--- config.mk ---
export PLATFORM = sky130hd
export DESIGN_NAME = bju_next_pc
export DESIGN_NICKNAME = d
export VERILOG_FILES = /design/src/rtl/bju_pkg.sv /design/src/rtl/bju_datapath.sv /design/src/rtl/bju_control.sv /design/src/rtl/bju_next_pc.sv
export SDC_FILE = /design/constraint.sdc
export NUM_CORES = 1
export LEC_CHECK = 0
export BUFFER_PORTS_ARGS = -buffer_cell sky130_fd_sc_hd__buf_2
export CAP_MARGIN = 20
export CELL_PAD_IN_SITES_DETAIL_PLACEMENT = 2
export CELL_PAD_IN_SITES_GLOBAL_PLACEMENT = 2
export CORE_MARGIN = 8
export CORE_UTILIZATION = 22
export DETAILED_ROUTE_END_ITERATION = 8
export PLACE_DENSITY = 0.84
export SLEW_MARGIN = 0
export SYNTH_ARGS = -nofsm -noshare
export SYNTH_HDL_FRONTEND = slang
export SYNTH_SLANG_ARGS = --single-unit
--- constraint.sdc ---
create_clock -name vclk -period 2.85
set_input_delay 0.1425 -clock vclk [all_inputs]
set_output_delay 0.1425 -clock vclk [all_outputs]
set_load 0.05 [all_outputs]
--- src/rtl/bju_pkg.sv ---
package bju_pkg;

  typedef enum logic [1:0] {
    CLS_SEQ    = 2'b00,
    CLS_BRANCH = 2'b01,
    CLS_JUMP   = 2'b10,
    CLS_REGJMP = 2'b11
  } ctrl_class_e;

  typedef enum logic [2:0] {
    CND_EQ  = 3'b000,
    CND_NE  = 3'b001,
    CND_LT  = 3'b100,
    CND_GE  = 3'b101,
    CND_LTU = 3'b110,
    CND_GEU = 3'b111
  } cond_code_e;

  // comparator results handed from datapath to control
  typedef struct packed {
    logic eq;
    logic ltSigned;
    logic ltUnsigned;
  } cmp_flags_t;

  // strobes from control to datapath
  typedef struct packed {
    logic takeTarget;
    logic useRegBase;
  } bju_strobes_t;

endpackage

--- src/rtl/bju_datapath.sv ---
module bju_datapath
  import bju_pkg::*;
#(
  parameter int XLEN      = 32,
  parameter int INSN_BYTES = 4
) (
  input  logic [XLEN-1:0] pcIn,
  input  logic [XLEN-1:0] rs1Val,
  input  logic [XLEN-1:0] rs2Val,
  input  logic [XLEN-1:0] immVal,
  input  bju_strobes_t    strobes,
  output cmp_flags_t      cmpFlags,
  output logic [XLEN-1:0] nextPc,
  output logic [XLEN-1:0] linkVal,
  output logic            addrMisaligned
);

  localparam int ALIGN_BITS = $clog2(INSN_BYTES);
  localparam logic [XLEN-1:0] STEP = XLEN'(INSN_BYTES);

  logic [XLEN-1:0] seqPc;
  logic [XLEN-1:0] targetBase;
  logic [XLEN-1:0] targetSum;
  logic [XLEN-1:0] targetPc;

  // operand comparison
  always_comb begin
    cmpFlags.eq         = (rs1Val == rs2Val);
    cmpFlags.ltSigned   = ($signed(rs1Val) < $signed(rs2Val));
    cmpFlags.ltUnsigned = (rs1Val < rs2Val);
  end

  // target and sequential address
  always_comb begin
    seqPc      = pcIn + STEP;
    targetBase = strobes.useRegBase ? rs1Val : pcIn;
    targetSum  = targetBase + immVal;
    targetPc   = {targetSum[XLEN-1:1], 1'b0};
  end

  assign linkVal        = seqPc;
  assign nextPc         = strobes.takeTarget ? targetPc : seqPc;
  assign addrMisaligned = strobes.takeTarget && (targetPc[ALIGN_BITS-1:0] != '0);

endmodule

--- src/rtl/bju_control.sv ---
module bju_control
  import bju_pkg::*;
(
  input  logic [1:0]   ctrlClass,
  input  logic [2:0]   brFunc3,
  input  cmp_flags_t   cmpFlags,
  output bju_strobes_t strobes,
  output logic         taken,
  output logic         condIllegal
);

  logic condMet;
  logic condKnown;

  always_comb begin
    condMet   = 1'b0;
    condKnown = 1'b1;
    case (brFunc3)
      CND_EQ:  condMet = cmpFlags.eq;
      CND_NE:  condMet = !cmpFlags.eq;
      CND_LT:  condMet = cmpFlags.ltSigned;
      CND_GE:  condMet = !cmpFlags.ltSigned;
      CND_LTU: condMet = cmpFlags.ltUnsigned;
      CND_GEU: condMet = !cmpFlags.ltUnsigned;
      default: condKnown = 1'b0;
    endcase
  end

  always_comb begin
    strobes     = '0;
    condIllegal = 1'b0;
    unique case (ctrl_class_e'(ctrlClass))
      CLS_SEQ: ;
      CLS_BRANCH: begin
        condIllegal        = !condKnown;
        strobes.takeTarget = condKnown && condMet;
      end
      CLS_JUMP:   strobes.takeTarget = 1'b1;
      CLS_REGJMP: begin
        strobes.takeTarget = 1'b1;
        strobes.useRegBase = 1'b1;
      end
      default: ;
    endcase
  end

  assign taken = strobes.takeTarget;

endmodule

--- src/rtl/bju_next_pc.sv ---
module bju_next_pc
  import bju_pkg::*;
#(
  parameter int XLEN       = 32,
  parameter int INSN_BYTES = 4
) (
  input  logic [XLEN-1:0] pcIn,
  input  logic [XLEN-1:0] rs1Val,
  input  logic [XLEN-1:0] rs2Val,
  input  logic [XLEN-1:0] immVal,
  input  logic [1:0]      ctrlClass,
  input  logic [2:0]      brFunc3,
  output logic [XLEN-1:0] nextPc,
  output logic [XLEN-1:0] linkVal,
  output logic            taken,
  output logic            addrMisaligned,
  output logic            condIllegal
);

  cmp_flags_t   cmpFlags;
  bju_strobes_t strobes;

  bju_control ctrl_i (
    .ctrlClass  (ctrlClass),
    .brFunc3    (brFunc3),
    .cmpFlags   (cmpFlags),
    .strobes    (strobes),
    .taken      (taken),
    .condIllegal(condIllegal)
  );

  bju_datapath #(
    .XLEN      (XLEN),
    .INSN_BYTES(INSN_BYTES)
  ) dp_i (
    .pcIn          (pcIn),
    .rs1Val        (rs1Val),
    .rs2Val        (rs2Val),
    .immVal        (immVal),
    .strobes       (strobes),
    .cmpFlags      (cmpFlags),
    .nextPc        (nextPc),
    .linkVal       (linkVal),
    .addrMisaligned(addrMisaligned)
  );

endmodule

# Word-level counts from Yosys, hierarchy flattened
# Index checks and enable logic that the tools add are counted.
dict set report word_totals {
  ramBits 0
  mem_count 0
  rom_bits 0
  register_bits 0
  inputBits 133
  latchBits 0
  out_inout_bits 67
}
dict set report classes {
  n_mul 0
  div 0
  n_shift 0
  n_lt_le_gt_ge 2
  bitwise_logic 0
  eq_ne 9
  n_reduce_logical 9
  muxes 7
  add_sub_neg 2
}
# op count
set ops {}
lappend ops {{< comparator 32 bit} 2}
lappend ops {{two-way mux 32 bit} 2}
lappend ops {{adder 32 x 3 -> 32 bit, second input constant} 1}
lappend ops {{adder 32 bit} 1}
lappend ops {{equality test 32 bit} 1}
lappend ops {{equality test 3 bit, second input constant} 4}
lappend ops {{case mux 1 bit (6 select lines)} 1}
lappend ops {{OR reduction 6 bit} 1}
lappend ops {{equality test 2 bit, second input constant} 2}
lappend ops {{logical NOT 1 bit} 4}
lappend ops {{equality test 3 x 1 -> 1 bit, second input constant} 1}
lappend ops {{logical NOT 3 bit} 1}
lappend ops {{two-way mux 1 bit} 3}
lappend ops {{equality test 2 x 1 -> 1 bit, second input constant} 1}
lappend ops {{logical AND 1 bit} 2}
lappend ops {{case mux 1 bit (2 select lines)} 1}
lappend ops {{OR reduction 2 bit} 1}

# Depth between registers and ports, before layout
dict set report depth {
  word_depth 6
  depth_mapped 13
}

# Cells and area by module
# A second synthesis with hierarchy kept.
dict set report unflattened {
  hier_cells 592
  area_unflattened_um2 4055.1
}
# module area_each_um2 n_inst seq_area_each_um2 cells_each
set modules_own_cells {}
lappend modules_own_cells {bju_datapath 3985.1 1 0.0 584}
lappend modules_own_cells {bju_control 70.1 1 0.0 8}

# Worst setup path before layout
# No wires, ideal clock.
dict set report synth_path {
  path_type {input to output}
  start {input ctrlClass[0]}
  end {output nextPc[29]}
  setup_slack_ns -1.266
  n_path_buf 2
  arrival_ns 3.973
  t_required_ns 2.707
  path_stages 13
  cell_sequence {nand2_1 > buf_1 > mux2_2 > ha_1 > buf_2 > nand4_1 > a2111oi_2 > nor3_1 > a211oi_2 > o21ai_1 > a2111oi_2 > nor3_1 > o31ai_1}
}
dict set report synth_between {
  elab_chain_cells 5
  word_cells_on_any_way 9
}
# item line
set synth_rtl {}
lappend synth_rtl {{start, declared} bju_next_pc.sv:11} ;# input logic [1:0] ctrlClass,
lappend synth_rtl {{equality test 2 bit} bju_control.sv:32} ;# unique case (ctrl_class_e'(ctrlClass))
lappend synth_rtl {{two-way mux 1 bit} bju_control.sv:32}
lappend synth_rtl {{two-way mux 32 bit} bju_datapath.sv:36} ;# targetBase = strobes.useRegBase ? rs1Val : pcIn;
lappend synth_rtl {{adder 32 bit} bju_datapath.sv:37} ;# targetSum = targetBase + immVal;
lappend synth_rtl {{two-way mux 32 bit (*)} bju_datapath.sv:42} ;# assign nextPc = strobes.takeTarget ? targetPc : seqPc;
lappend synth_rtl {{end, declared} bju_next_pc.sv:13} ;# output logic [XLEN-1:0] nextPc,
# Every way passes the cells marked *; elsewhere a longest branch is shown, timed or not.

# Worst setup path after layout
dict set report layout_path {
  start {input rs2Val[8]}
  end {output nextPc[12]}
}
dict set report layout_between {
  elab_chain_cells 6
  word_cells_on_any_way 10
}
# item line
set layout_rtl {}
lappend layout_rtl {{start, declared} bju_next_pc.sv:9} ;# input logic [XLEN-1:0] rs2Val,
lappend layout_rtl {{< comparator 32 bit, or another cell as far along} bju_datapath.sv:30} ;# cmpFlags.ltUnsigned = (rs1Val < rs2Val);
lappend layout_rtl {{logical NOT 1 bit (on tied branches)} {bju_control.sv:24, bju_control.sv:22, bju_control.sv:20}}
lappend layout_rtl {{case mux 1 bit (6 select lines) (*)} bju_control.sv:18} ;# case (brFunc3)
lappend layout_rtl {{logical AND 1 bit (*)} bju_control.sv:36} ;# strobes.takeTarget = condKnown && condMet;
lappend layout_rtl {{case mux 1 bit (2 select lines) (*)} bju_control.sv:32}
lappend layout_rtl {{two-way mux 32 bit (*)} bju_datapath.sv:42}
# Marks and branches as above.

==> results.ini <==
[synthesis]
synth.top_cells.by_count = ha_1, a21oi_1, nand2_1, inv_1, nand3_1
synthesis.instances = 555
synth_cell_types = 61
synth_area_um2 = 3960
yosys.area.top_type_share = 0.199
post-synth-top-count-cell = ha_1
ys_warn_count = 0
synth_area_leaders = ha_1, mux2_2, a21oi_1, xnor2_1, xor2_1
synth_area_leader_cell = ha_1
syn_area_per_cell_um2 = 7.13
yosysSeqAreaShare = 0
synth_nets = 752

[sta]
max_slew.worst_pin.slew_ns = 0.623
period_share = 1.16
relSlewSlack = 0.581
setup_viol = 37
fmax_mhz = 302
worst_slack_ns = -0.466
grt_setup_unrepaired = yes
hold_slack_ns = 0.616
fin_crit_ns = 3.32
maxSlewViolCount = 0
hold_viol = 0

[setup_path]
critical_path_class = primary input to primary output
path_max_fanout = 8
cp.arrival_ns = 3.17
critPathLaunchType = primary input
worstSetupEndpointType = primary output
critical_path_required_ns = 2.71

[pwr]
p_leak_nw = 4.07
p_total_w = 0.00304
seqPwrFrac = 0
clkPwrFrac = 0
p_int_w = 0.00132
vdd_drop_max_mv = 0.230
switching_share = 0.567
power.switching_w = 0.00173
power_density_nw_per_um2 = 346
combPwrFrac = 1.000

[floorplanning]
rows = 49
start_util = 0.223
die_area_um2 = 22500
pin_count = 200
fp.dieW_um = 150
die_h_um = 150
core_um2 = 17800

[placement]
portBuffers = 200
gp_congestion = 0.884
hpwl_um = 22600

[grt]
grt_pass1_vias = 7559
grt_max_degree = 15
grt_pass1_wl_um = 46500
grt_remaining_overflow = 0
antenna_found_initial = 6
grt_usage = 0.273

[drt]
drc_errors = 0
drt_wl_total_um = 36400
vias_per_cell = 5.58
drt-wirelength-per-cell_um = 30.9
drt_pass1_iterations = 4
vias = 6578
first_iter_violations = 264
antenna_left = 0

[layout]
register_area_um2 = 0
final_util = 0.495
drive_above_1_share = 0.663
syn_to_final_growth_pct = 122
nNetsFinal = 1144
n_clock_buffer = 0
seq_cells = 0
fillers = 1889

[flow_run]
cap_violations = 0

[status]
run_status = finished, violations left
failed_checks = negative setup slack

[hold_path]
min_path_type = primary input to primary output

[clocking]
postCtsHoldBufs = 0

-- cell families (layout without fill, tap and decap cells) --
kind of cell             Yosys count  after routing  synth area share
AND/OR/NAND/NOR                  170            171             0.219
AO/OA/AOI/OAI                    159            159             0.257
adder cells (fa/ha/maj)           64             64             0.204
buffers and inverters             64            453            0.0711
XOR/XNOR                          55             55             0.122
multiplexers                      43             43             0.127
other                              0              4                 0
-- path summary, 6_finish.rpt --
path / end / slack [ns] / depth (start not counted) / from
setup / recovery: nextPc[12] / -0.47 / 14 / rs2Val[8]
hold / removal: linkVal[0] / 0.62 / 2 / pcIn[0]
-- cells in the final DEF (no fill, tap or decap), drive strengths merged, types with 3 or more instances in the layout --
| cell type | count |
|---|---|
| buf | 409 |
| ha | 63 |
| a21oi | 57 |
| nand2 | 46 |
| inv | 43 |
| mux2 | 41 |
| nand3 | 38 |
| o21ai | 35 |
| xnor2 | 30 |
| xor2 | 25 |
| nor2 | 21 |
| nand4 | 18 |
| a21o | 16 |
| nor3 | 11 |
| o21a | 9 |
| and3 | 6 |
| nor2b | 5 |
| and2 | 5 |
| o31ai | 5 |
| diode | 4 |
| o211ai | 4 |
| or3 | 4 |
| a211oi | 4 |
| nor4 | 4 |
| a31o | 4 |
| or4 | 3 |
| a31oi | 3 |
| o21bai | 3 |
| o2111ai | 3 |
-- routing by layer --
metal,part of all wire,global-route usage,up-vias
li1,-,-,2836
met1,0.33,0.268,3195
met2,0.52,0.530,369
met3,0.066,0.0439,172
met4,0.080,0.155,6
met5,0.00096,0,-
-- power by group through the flow --
| stage | Sequential, W | Clock (W) | Combinational [W] |
|---|---|---|---|
| global route | 0 | 0.000000000141 | 0.00314 |
| finish | 0 | 0.000000000188 | 0.00304 |
| CTS | 0 | 0 | 0.00269 |
| global placement | 0 | 0 | 0.00206 |
| floorplan | 0 | 0 | 0.00130 |
| detailed placement | 0 | 0 | 0.00216 |
-- timing repair --
action                     CTS  global route
gates cloned                 6             0
gates resized for setup    241            83
hold endpoints to repair     0             0
setup endpoints to repair   34            37
setup buffers               27            31
pin swaps                   57            48
-- worst max-delay path: stages --
cell       delay, ns
buf_2           0.09
inv_1           0.06
ha_1            0.29
nand4_1         0.12
or4_4           0.59
nor4_4          0.22
xor2_1          0.13
a221o_2         0.40
a21oi_4         0.16
and2_4          0.20
buf_12          0.17
clkinv_16       0.10
mux2_4          0.32
buf_6           0.16
-- final cells by class --
cell class,instances,area [µm²],area share
Multi-Input combinational cell,492,5060,0.576
Timing Repair inverter,1,20.0,0.00228
Tap cell,229,287,0.0326
Inverter,43,198,0.0225
Timing Repair Buffer,409,3220,0.366
Antenna cell,4,10.0,0.00114
-- through the flow --
stage | std cells | worst slack (ns) | setup TNS [ns] | area, µm²
2_1_floorplan | 555 | -0.247 | -0.430 | 4300
4_1_cts | 1152 | -0.327 | -5.20 | 8200
5_1_grt | 1177 | -0.529 | -14.54 | 8790
6_report | 1178 | -0.466 | -12.35 | 8800
3_3_place_gp | 1124 | -0.508 | -13.52 | 6740
3_5_place_dp | 1124 | -0.760 | -16.37 | 6740
Power figures use the tool's default switching activity.
